<file path="config.mk">
export PLATFORM = sky130hd
export DESIGN_NAME = xorrot_vec_unit
export DESIGN_NICKNAME = d
export VERILOG_FILES = /design/src/rtl/xorrot_pkg.sv /design/src/rtl/xorrot_rotr.sv /design/src/rtl/xorrot_lane.sv /design/src/rtl/xorrot_decode.sv /design/src/rtl/xorrot_vec_unit.sv
export SDC_FILE = /design/constraint.sdc
export NUM_CORES = 1
export LEC_CHECK = 0
export BUFFER_PORTS_ARGS = -buffer_cell sky130_fd_sc_hd__buf_2
export CORE_ASPECT_RATIO = 2
export CORE_UTILIZATION = 45
export DETAILED_ROUTE_END_ITERATION = 8
export HOLD_SLACK_MARGIN = 0.08
export PLACE_DENSITY = 0.68
export SETUP_SLACK_MARGIN = 0.15
export SYNTH_ARGS = -nofsm -noshare
export SYNTH_HDL_FRONTEND = slang
export SYNTH_HIERARCHICAL = 1
export SYNTH_SLANG_ARGS = --single-unit
</file>
<file path="constraint.sdc">
create_clock -name clk -period 9.4 [get_ports clk]
set_clock_uncertainty 0.1 [all_clocks]
set_input_delay 0.47 -clock clk [delete_from_list [all_inputs] [get_ports clk]]
set_output_delay 0.47 -clock clk [all_outputs]
set_load 0.01 [all_outputs]
</file>
<file path="src/rtl/xorrot_pkg.sv">
package xorrot_pkg;

  localparam logic [7:0] XR_OPC_TOP = 8'h04;
  localparam logic [5:0] XR_OPC_MID = 6'b001101;

  typedef struct packed {
    logic       match;
    logic       undef;
    logic [1:0] size_idx;
    logic [6:0] esize;
    logic [6:0] rot;
    logic [4:0] zdn;
    logic [4:0] zm;
  } xr_dec_t;

  function automatic logic xr_opcode_ok(input logic [31:0] w);
    return (w[31:24] == XR_OPC_TOP) && w[21] && (w[15:10] == XR_OPC_MID);
  endfunction

  function automatic logic [3:0] xr_size_code(input logic [31:0] w);
    return {w[23:22], w[20:19]};
  endfunction

  // position of the highest set bit; zero for codes 0 and 1
  function automatic logic [1:0] xr_size_idx(input logic [3:0] ts);
    if (ts[3])      return 2'd3;
    else if (ts[2]) return 2'd2;
    else if (ts[1]) return 2'd1;
    else            return 2'd0;
  endfunction

  function automatic logic [6:0] xr_esize(input logic [3:0] ts);
    return 7'd8 << xr_size_idx(ts);
  endfunction

  function automatic logic [6:0] xr_rot_amt(input logic [3:0] ts, input logic [2:0] i3);
    logic [7:0] twice;
    twice = {xr_esize(ts), 1'b0};
    return 7'(twice - {1'b0, ts, i3});
  endfunction

endpackage

</file>
<file path="src/rtl/xorrot_rotr.sv">
module xorrot_rotr #(
  parameter int unsigned W  = 8,
  parameter int unsigned AW = $clog2(W)
) (
  input  logic [W-1:0]  d,
  input  logic [AW-1:0] amt,
  output logic [W-1:0]  q
);
  logic [2*W-1:0] dbl;
  // a distance equal to W wraps to zero in AW bits: full circle
  assign dbl = {d, d} >> amt;
  assign q   = dbl[W-1:0];
endmodule

</file>
<file path="src/rtl/xorrot_lane.sv">
module xorrot_lane #(
  parameter int unsigned LW = 64
) (
  input  logic [LW-1:0] x,
  input  logic [1:0]    size_idx,
  input  logic [5:0]    rot,
  output logic [LW-1:0] y
);
  localparam int unsigned NSZ = 4;

  logic [NSZ-1:0][LW-1:0] cand;

  for (genvar s = 0; s < NSZ; s++) begin : g_sz
    localparam int unsigned EW = 8 << s;
    localparam int unsigned NE = LW / EW;
    localparam int unsigned AW = $clog2(EW);
    for (genvar k = 0; k < NE; k++) begin : g_el
      xorrot_rotr #(.W(EW)) u_rot (
        .d  (x[k*EW +: EW]),
        .amt(rot[AW-1:0]),
        .q  (cand[s][k*EW +: EW])
      );
    end
  end

  assign y = cand[size_idx];
endmodule

</file>
<file path="src/rtl/xorrot_decode.sv">
module xorrot_decode
  import xorrot_pkg::*;
(
  input  logic [31:0] insn,
  output xr_dec_t     dec
);
  logic [3:0] ts;

  assign ts = xr_size_code(insn);

  always_comb begin
    dec.match    = xr_opcode_ok(insn);
    dec.undef    = (ts == 4'b0000);
    dec.size_idx = xr_size_idx(ts);
    dec.esize    = xr_esize(ts);
    dec.rot      = xr_rot_amt(ts, insn[18:16]);
    dec.zdn      = insn[4:0];
    dec.zm       = insn[9:5];
  end
endmodule

</file>
<file path="src/rtl/xorrot_vec_unit.sv">
module xorrot_vec_unit
  import xorrot_pkg::*;
#(
  parameter int unsigned VL = 128
) (
  input  logic          clk,
  input  logic          rst,
  input  logic          in_valid,
  input  logic [31:0]   insn,
  input  logic [VL-1:0] opnd_a,
  input  logic [VL-1:0] opnd_b,
  output logic          out_valid,
  output logic [VL-1:0] result,
  output logic [4:0]    dst_idx,
  output logic [4:0]    src2_idx,
  output logic          undef_flag,
  output logic          nomatch_flag
);
  localparam int unsigned CHUNK = 64;
  localparam int unsigned NCH   = VL / CHUNK;

  xr_dec_t       dec;
  logic          op_legal;
  logic [6:0]    dec_esize;
  logic [6:0]    dec_rot;
  logic [VL-1:0] mixed;
  logic [VL-1:0] rotated;

  xorrot_decode u_dec (
    .insn(insn),
    .dec (dec)
  );

  assign op_legal  = dec.match & ~dec.undef;
  assign dec_esize = dec.esize;
  assign dec_rot   = dec.rot;
  assign mixed     = opnd_a ^ opnd_b;

  // each 64-bit chunk holds whole elements of every width
  for (genvar c = 0; c < NCH; c++) begin : g_chunk
    xorrot_lane #(.LW(CHUNK)) u_lane (
      .x       (mixed[c*CHUNK +: CHUNK]),
      .size_idx(dec.size_idx),
      .rot     (dec_rot[5:0]),
      .y       (rotated[c*CHUNK +: CHUNK])
    );
  end

  always_ff @(posedge clk) begin
    if (rst) begin
      out_valid    <= 1'b0;
      result       <= '0;
      dst_idx      <= '0;
      src2_idx     <= '0;
      undef_flag   <= 1'b0;
      nomatch_flag <= 1'b0;
    end else begin
      out_valid <= in_valid;
      if (in_valid) begin
        result       <= op_legal ? rotated : '0;
        dst_idx      <= dec.zdn;
        src2_idx     <= dec.zm;
        undef_flag   <= dec.match & dec.undef;
        nomatch_flag <= ~dec.match;
      end
    end
  end
endmodule

</file>
==> run_results.csv, run 1 <==
group,metric,value,unit
setup_path,endpoint_kind,"register",
pwr,p_leak,14.7,nW
setup_path,cp_num_buf_inv,3,
pwr,p_per_area,157,nW/um2
placement,io_buffers,431,
placement,hpwl,135,mm
floorplanning,dieArea,88800,um2
setup_path,r2r_start,"result[48]",
cts,htreeDepth,4,
route,drt-total-wl,190,mm
synth,syn-num-nets,2798,
setup_path,critPathKind,"in2reg",
final_layout,mostFrequentLayoutCell,"mux4_2",
sta,max_freq,170,MHz
route,drtPass1Iterations,6,
placement,place_ws,3070,ps
setup_path,crit_path_max_fanout,64,
flow_run,maxCapViolCount,0,
cts,path_clk_slew,70,ps
synth,yosysWarnings,6,
global_routing,antenna_found_initial,28,
sta,period_needed,5880,ps
cts,cts_buffer_depth,2,
setup_path,worst_setup_path_start_kind,"input pin",
hold_path,worstHoldPathCells,3,
final_layout,num-fill-cells,7572,
sta,relSlewSlack,0.0916,
setup_path,max_stage_delay,910,ps
floorplanning,io_pins,432,
route,drt-wirelength-per-cell,48.5,um
floorplanning,rows,153,
final_layout,drive_above_1_share,0.665,
final_layout,syn_to_final_growth,7.72,%
cts,cts_tree,"yes",
global_routing,grt_pass1_vias,33100,
sta,tns,0,ps
hold_path,hold_end,"dst_idx[0]",
cts,cts_resized,0,
sta,period_share,0.625,
setup_path,rr_endpoint,"result[48]",
global_routing,grt_overflow_total,0,
sta,setup_viol_count_final,0,
pwr,total_power,6.65,mW
floorplanning,initial_core_util,0.453,
placement,place.gp.congestion,1.12,
sta,drv_slew,0,
setup_path,r2r_setup_slack,8310,ps
synth,synth_area,39400,um2
setup_path,critPathTopFamily,"multiplexers",
setup_path,cp.arrival,6150,ps
cts,cts_hold_buf,4,
setup_path,critPathSlowestCell,"buf_4",
sta,rsz0062_at_grt,"false",
route,vias,33800,
route,via_per_inst,8.63,
sta,fin_ws,3520,ps
sta,hold_violations,0,
cts,cts.sink_count,141,
floorplanning,core_area,86900,um2
status,outcome,"finished clean",
route,drtIter0Drc,5155,
floorplanning,fp.dieW,211,um
setup_path,path_cells,"buf_2 > or2_4 > buf_4 > nor2_1 > ha_1 > a21oi_1 > xnor2_2 > buf_4 > mux4_2 > mux4_2 > mux4_2 > nand4b_1 > a21oi_1",
setup_path,reg2regPathDepth,2,
floorplanning,dieHeight,421,um
route,drc,0,
hold_path,holdCritStartpoint,"insn[0]",
cts,cts_buffers,17,
route,ant_nets,0,
global_routing,grt_max_degree,193,
final_layout,finalNetCount,3017,
setup_path,cp.required,9670,ps
global_routing,grt_use_total,0.436,
cts,postCtsSetupBuffers,0,
cts,insertion_delay,520,ps
setup_path,crit_path_frequent_cell,"mux4_2",
pwr,vdd_drop_max,154,uV
hold_path,hp-class,"in2reg",
setup_path,cp.depth,13,
global_routing,grt_first_pass_wirelength,267,mm
synth,syn_area_per_cell,15.7,um2
synth,syn_inst,2504,
cts,cts_root_buf,"clkbuf_16",
sta,tightest_slew,1360,ps
final_layout,final_cell_mix,"mux4_2, buf_2, mux2_2",
-- report_power, final --
group          total, mW  internal [mW]  leakage [nW]  switching (mW)
sequential         0.601          0.600          1.14         0.00136
clock              0.764          0.400         0.301           0.364
combinational       5.28           2.41          13.3            2.87
-- worst min-delay path, delay by kind of cell --
| family | cells | cell delay [ps] |
|---|---|---|
| buf+inv | 1 | 80 |
| simple gates | 1 | 80 |
| mux | 1 | 60 |
-- sequential cells by signal, indices dropped and copies added, names as in the netlist --
signal	count
dst_idx	5
undef_flag	1
src2_idx	5
result	128
out_valid	1
nomatch_flag	1
-- how the worst max path moves through the flow --
stage | from | endpoint | slack (ps)
floorplan | insn[16] | result[127] | 4510
CTS | insn[23] | result[31] | 3610
global placement | insn[23] | result[31] | 3020
global route | insn[23] | result[25] | 3300
detailed placement | insn[23] | result[31] | 3070
finish | insn[23] | result[31] | 3520
-- through the flow --
| step | util | cells | hold slack [ps] | cell area (um2) |
|---|---|---|---|---|
| 2_1_floorplan | - | 2504 | 389 | 39400 |
| 3_3_place_gp | 0.481 | 3862 | 354 | 41800 |
| 3_5_place_dp | 0.481 | 3862 | 358 | 41800 |
| 4_1_cts | 0.488 | 3898 | 84.7 | 42400 |
| 5_1_grt | 0.488 | 3903 | 97.8 | 42400 |
| 6_report | 0.488 | 3913 | 98.4 | 42500 |
-- per-layer routing --
| layer | global-route usage | vias to the layer above | share of wire |
|---|---|---|---|
| li1 | - | 12000 | - |
| met1 | 0.424 | 17100 | 0.27 |
| met2 | 0.700 | 3446 | 0.48 |
| met3 | 0.149 | 1141 | 0.12 |
| met4 | 0.442 | 32 | 0.13 |
| met5 | 0.0187 | - | 0.0018 |
-- final cells by class --
| class | count | area, um2 | area share |
|---|---|---|---|
| clock buffer | 17 | 425 | 0.0100 |
| multi-input combinational | 1969 | 34000 | 0.800 |
| antenna | 15 | 37.5 | 0.000884 |
| timing repair buffer | 590 | 3560 | 0.0838 |
| tap | 1162 | 1450 | 0.0342 |
| sequential | 141 | 2820 | 0.0665 |
| clock inverter | 15 | 178 | 0.00418 |
| inverter | 4 | 15.0 | 0.000354 |
No activity file was read; power rests on OpenSTA's default activity.
==> inputs of run 2 (changes only) <==
==> constraint.sdc (replaced) <==
create_clock -name clk -period 5.5 [get_ports clk]
set_clock_uncertainty 0.1 [all_clocks]
set_input_delay 0.275 -clock clk [delete_from_list [all_inputs] [get_ports clk]]
set_output_delay 0.275 -clock clk [all_outputs]
set_load 0.01 [all_outputs]
==> run_results.csv, run 2 (same netlist as run 1, synthesis figures left out) <==
group,metric,value,unit
status,outcome,"finished clean",
floorplanning,io_pins,432,
sta,fin_ws,1250,ps
setup_path,path_cells,"buf_8 > inv_1 > ha_4 > buf_12 > mux4_2 > mux4_2 > mux4_2 > mux4_2 > nand4b_1 > a21oi_1",
sta,tns,0,ps
route,drc,0,
flow_run,maxCapViolCount,0,
global_routing,grt_max_degree,153,
placement,io_buffers,431,
final_layout,regMostFlops,"result",
cts,cts_hold_buf,10,
setup_path,max_stage_delay,730,ps
placement,place.gp.congestion,1.14,
global_routing,grt_use_total,0.434,
cts,insertion_delay,530,ps
hold_path,holdCritStartpoint,"rst",
hold_path,hp-class,"in2reg",
route,drt-total-wl,189,mm
final_layout,top_regs,"result (128), dst_idx (5), src2_idx (5)",
sta,setup_viol_count_final,0,
final_layout,num-fill-cells,7400,
placement,placement.cell_area,42200,um2
pwr,total_power,11.3,mW
cts,cts_buffer_depth,2,
setup_path,critPathKind,"in2reg",
floorplanning,fp.dieW,211,um
global_routing,grt_first_pass_wirelength,265,mm
setup_path,critPathTopFamily,"multiplexers",
cts,path_clk_slew,70,ps
placement,place_ws,789,ps
setup_path,reg2regPathDepth,2,
final_layout,stdcell_area,42900,um2
sta,hold_violations,0,
cts,cts_tree,"yes",
route,drt-wirelength-per-cell,47.8,um
route,vias,33500,
setup_path,worst_setup_path_start_kind,"input pin",
placement,dpl.cell_count,3889,
floorplanning,dieHeight,421,um
setup_path,cp.arrival,4560,ps
cts,cts_resized,0,
setup_path,critPathSlowestCell,"mux4_2",
floorplanning,dieArea,88800,um2
final_layout,post-route-util,0.494,
final_layout,drive_above_1_share,0.672,
setup_path,r2r_start,"result[115]",
cts,postCtsSetupBuffers,0,
final_layout,final_cell_mix,"mux4_2, buf_2, mux2_2",
pwr,vdd_drop_max,269,uV
cts,cts_root_buf,"clkbuf_16",
placement,hpwl,138,mm
pwr,p_leak,14.9,nW
sta,tightest_slew,1380,ps
final_layout,fin_cells,3946,
global_routing,antenna_found_initial,33,
setup_path,endpoint_kind,"register",
floorplanning,rows,153,
setup_path,crit_path_frequent_cell,"mux4_2",
route,via_per_inst,8.50,
sta,max_freq,235,MHz
sta,period_needed,4250,ps
setup_path,crit_path_max_fanout,45,
setup_path,cp_num_buf_inv,3,
sta,drv_slew,0,
sta,fin_hold_ws,215,ps
setup_path,cp.required,5810,ps
hold_path,worstHoldPathCells,2,
setup_path,r2r_setup_slack,4140,ps
floorplanning,initial_core_util,0.453,
pwr,p_per_area,262,nW/um2
final_layout,syn_to_final_growth,8.96,%
final_layout,finalNetCount,3050,
route,drtPass1Iterations,8,
sta,rsz0062_at_grt,"false",
global_routing,grt_pass1_vias,32400,
cts,htreeDepth,4,
final_layout,largest_reg_flops,128,
global_routing,grt_overflow_total,0,
cts,cts_buffers,17,
route,drtIter0Drc,4789,
floorplanning,core_area,86900,um2
cts,cts.sink_count,141,
route,ant_nets,0,
sta,relSlewSlack,0.0806,
final_layout,mostFrequentLayoutCell,"mux4_2",
setup_path,rr_endpoint,"result[115]",
sta,period_share,0.773,
hold_path,hold_end,"src2_idx[3]",
-- run 2: cell type report --
cell class | count | area [um2] | share of cell area
diodes | 15 | 37.5 | 0.000874
clock buffers | 17 | 425 | 0.00991
clock inverters | 15 | 166 | 0.00387
inverters | 4 | 15.0 | 0.000350
multi-input cells | 1969 | 34100 | 0.794
flip-flops and latches | 141 | 2820 | 0.0657
well taps | 1162 | 1450 | 0.0339
repair buffers | 623 | 3950 | 0.0919
-- run 2: worst reg2reg max path, cell delays in order, from the launching register on --
cell      delay, ps
dfxtp_1         910
nand2b_1        110
a21oi_1         160
-- run 2: how the worst max path moves through the flow --
stage / start / to / depth (start not counted)
2_1_floorplan: insn[16] / result[127] / 10
3_3_place_gp: insn[16] / result[30] / 11
3_5_place_dp: insn[16] / result[112] / 10
4_1_cts: insn[16] / result[112] / 10
5_1_grt: insn[16] / result[77] / 10
6_report: insn[16] / result[77] / 10
-- run 2: metal layers --
layer  vias up  track usage  part of all wire
li1      12100            -                 -
met1     17200        0.428              0.27
met2      3216        0.717              0.49
met3      1038        0.135              0.11
met4        30        0.408              0.12
met5         -      0.00226            0.0011
-- run 2: power by group --
part	leakage, nW	internal (mW)	switching, mW
Sequential	1.14	1.03	0.00246
Clock	0.291	0.646	0.616
Combinational	13.5	4.16	4.83
Total	14.9	5.83	5.45
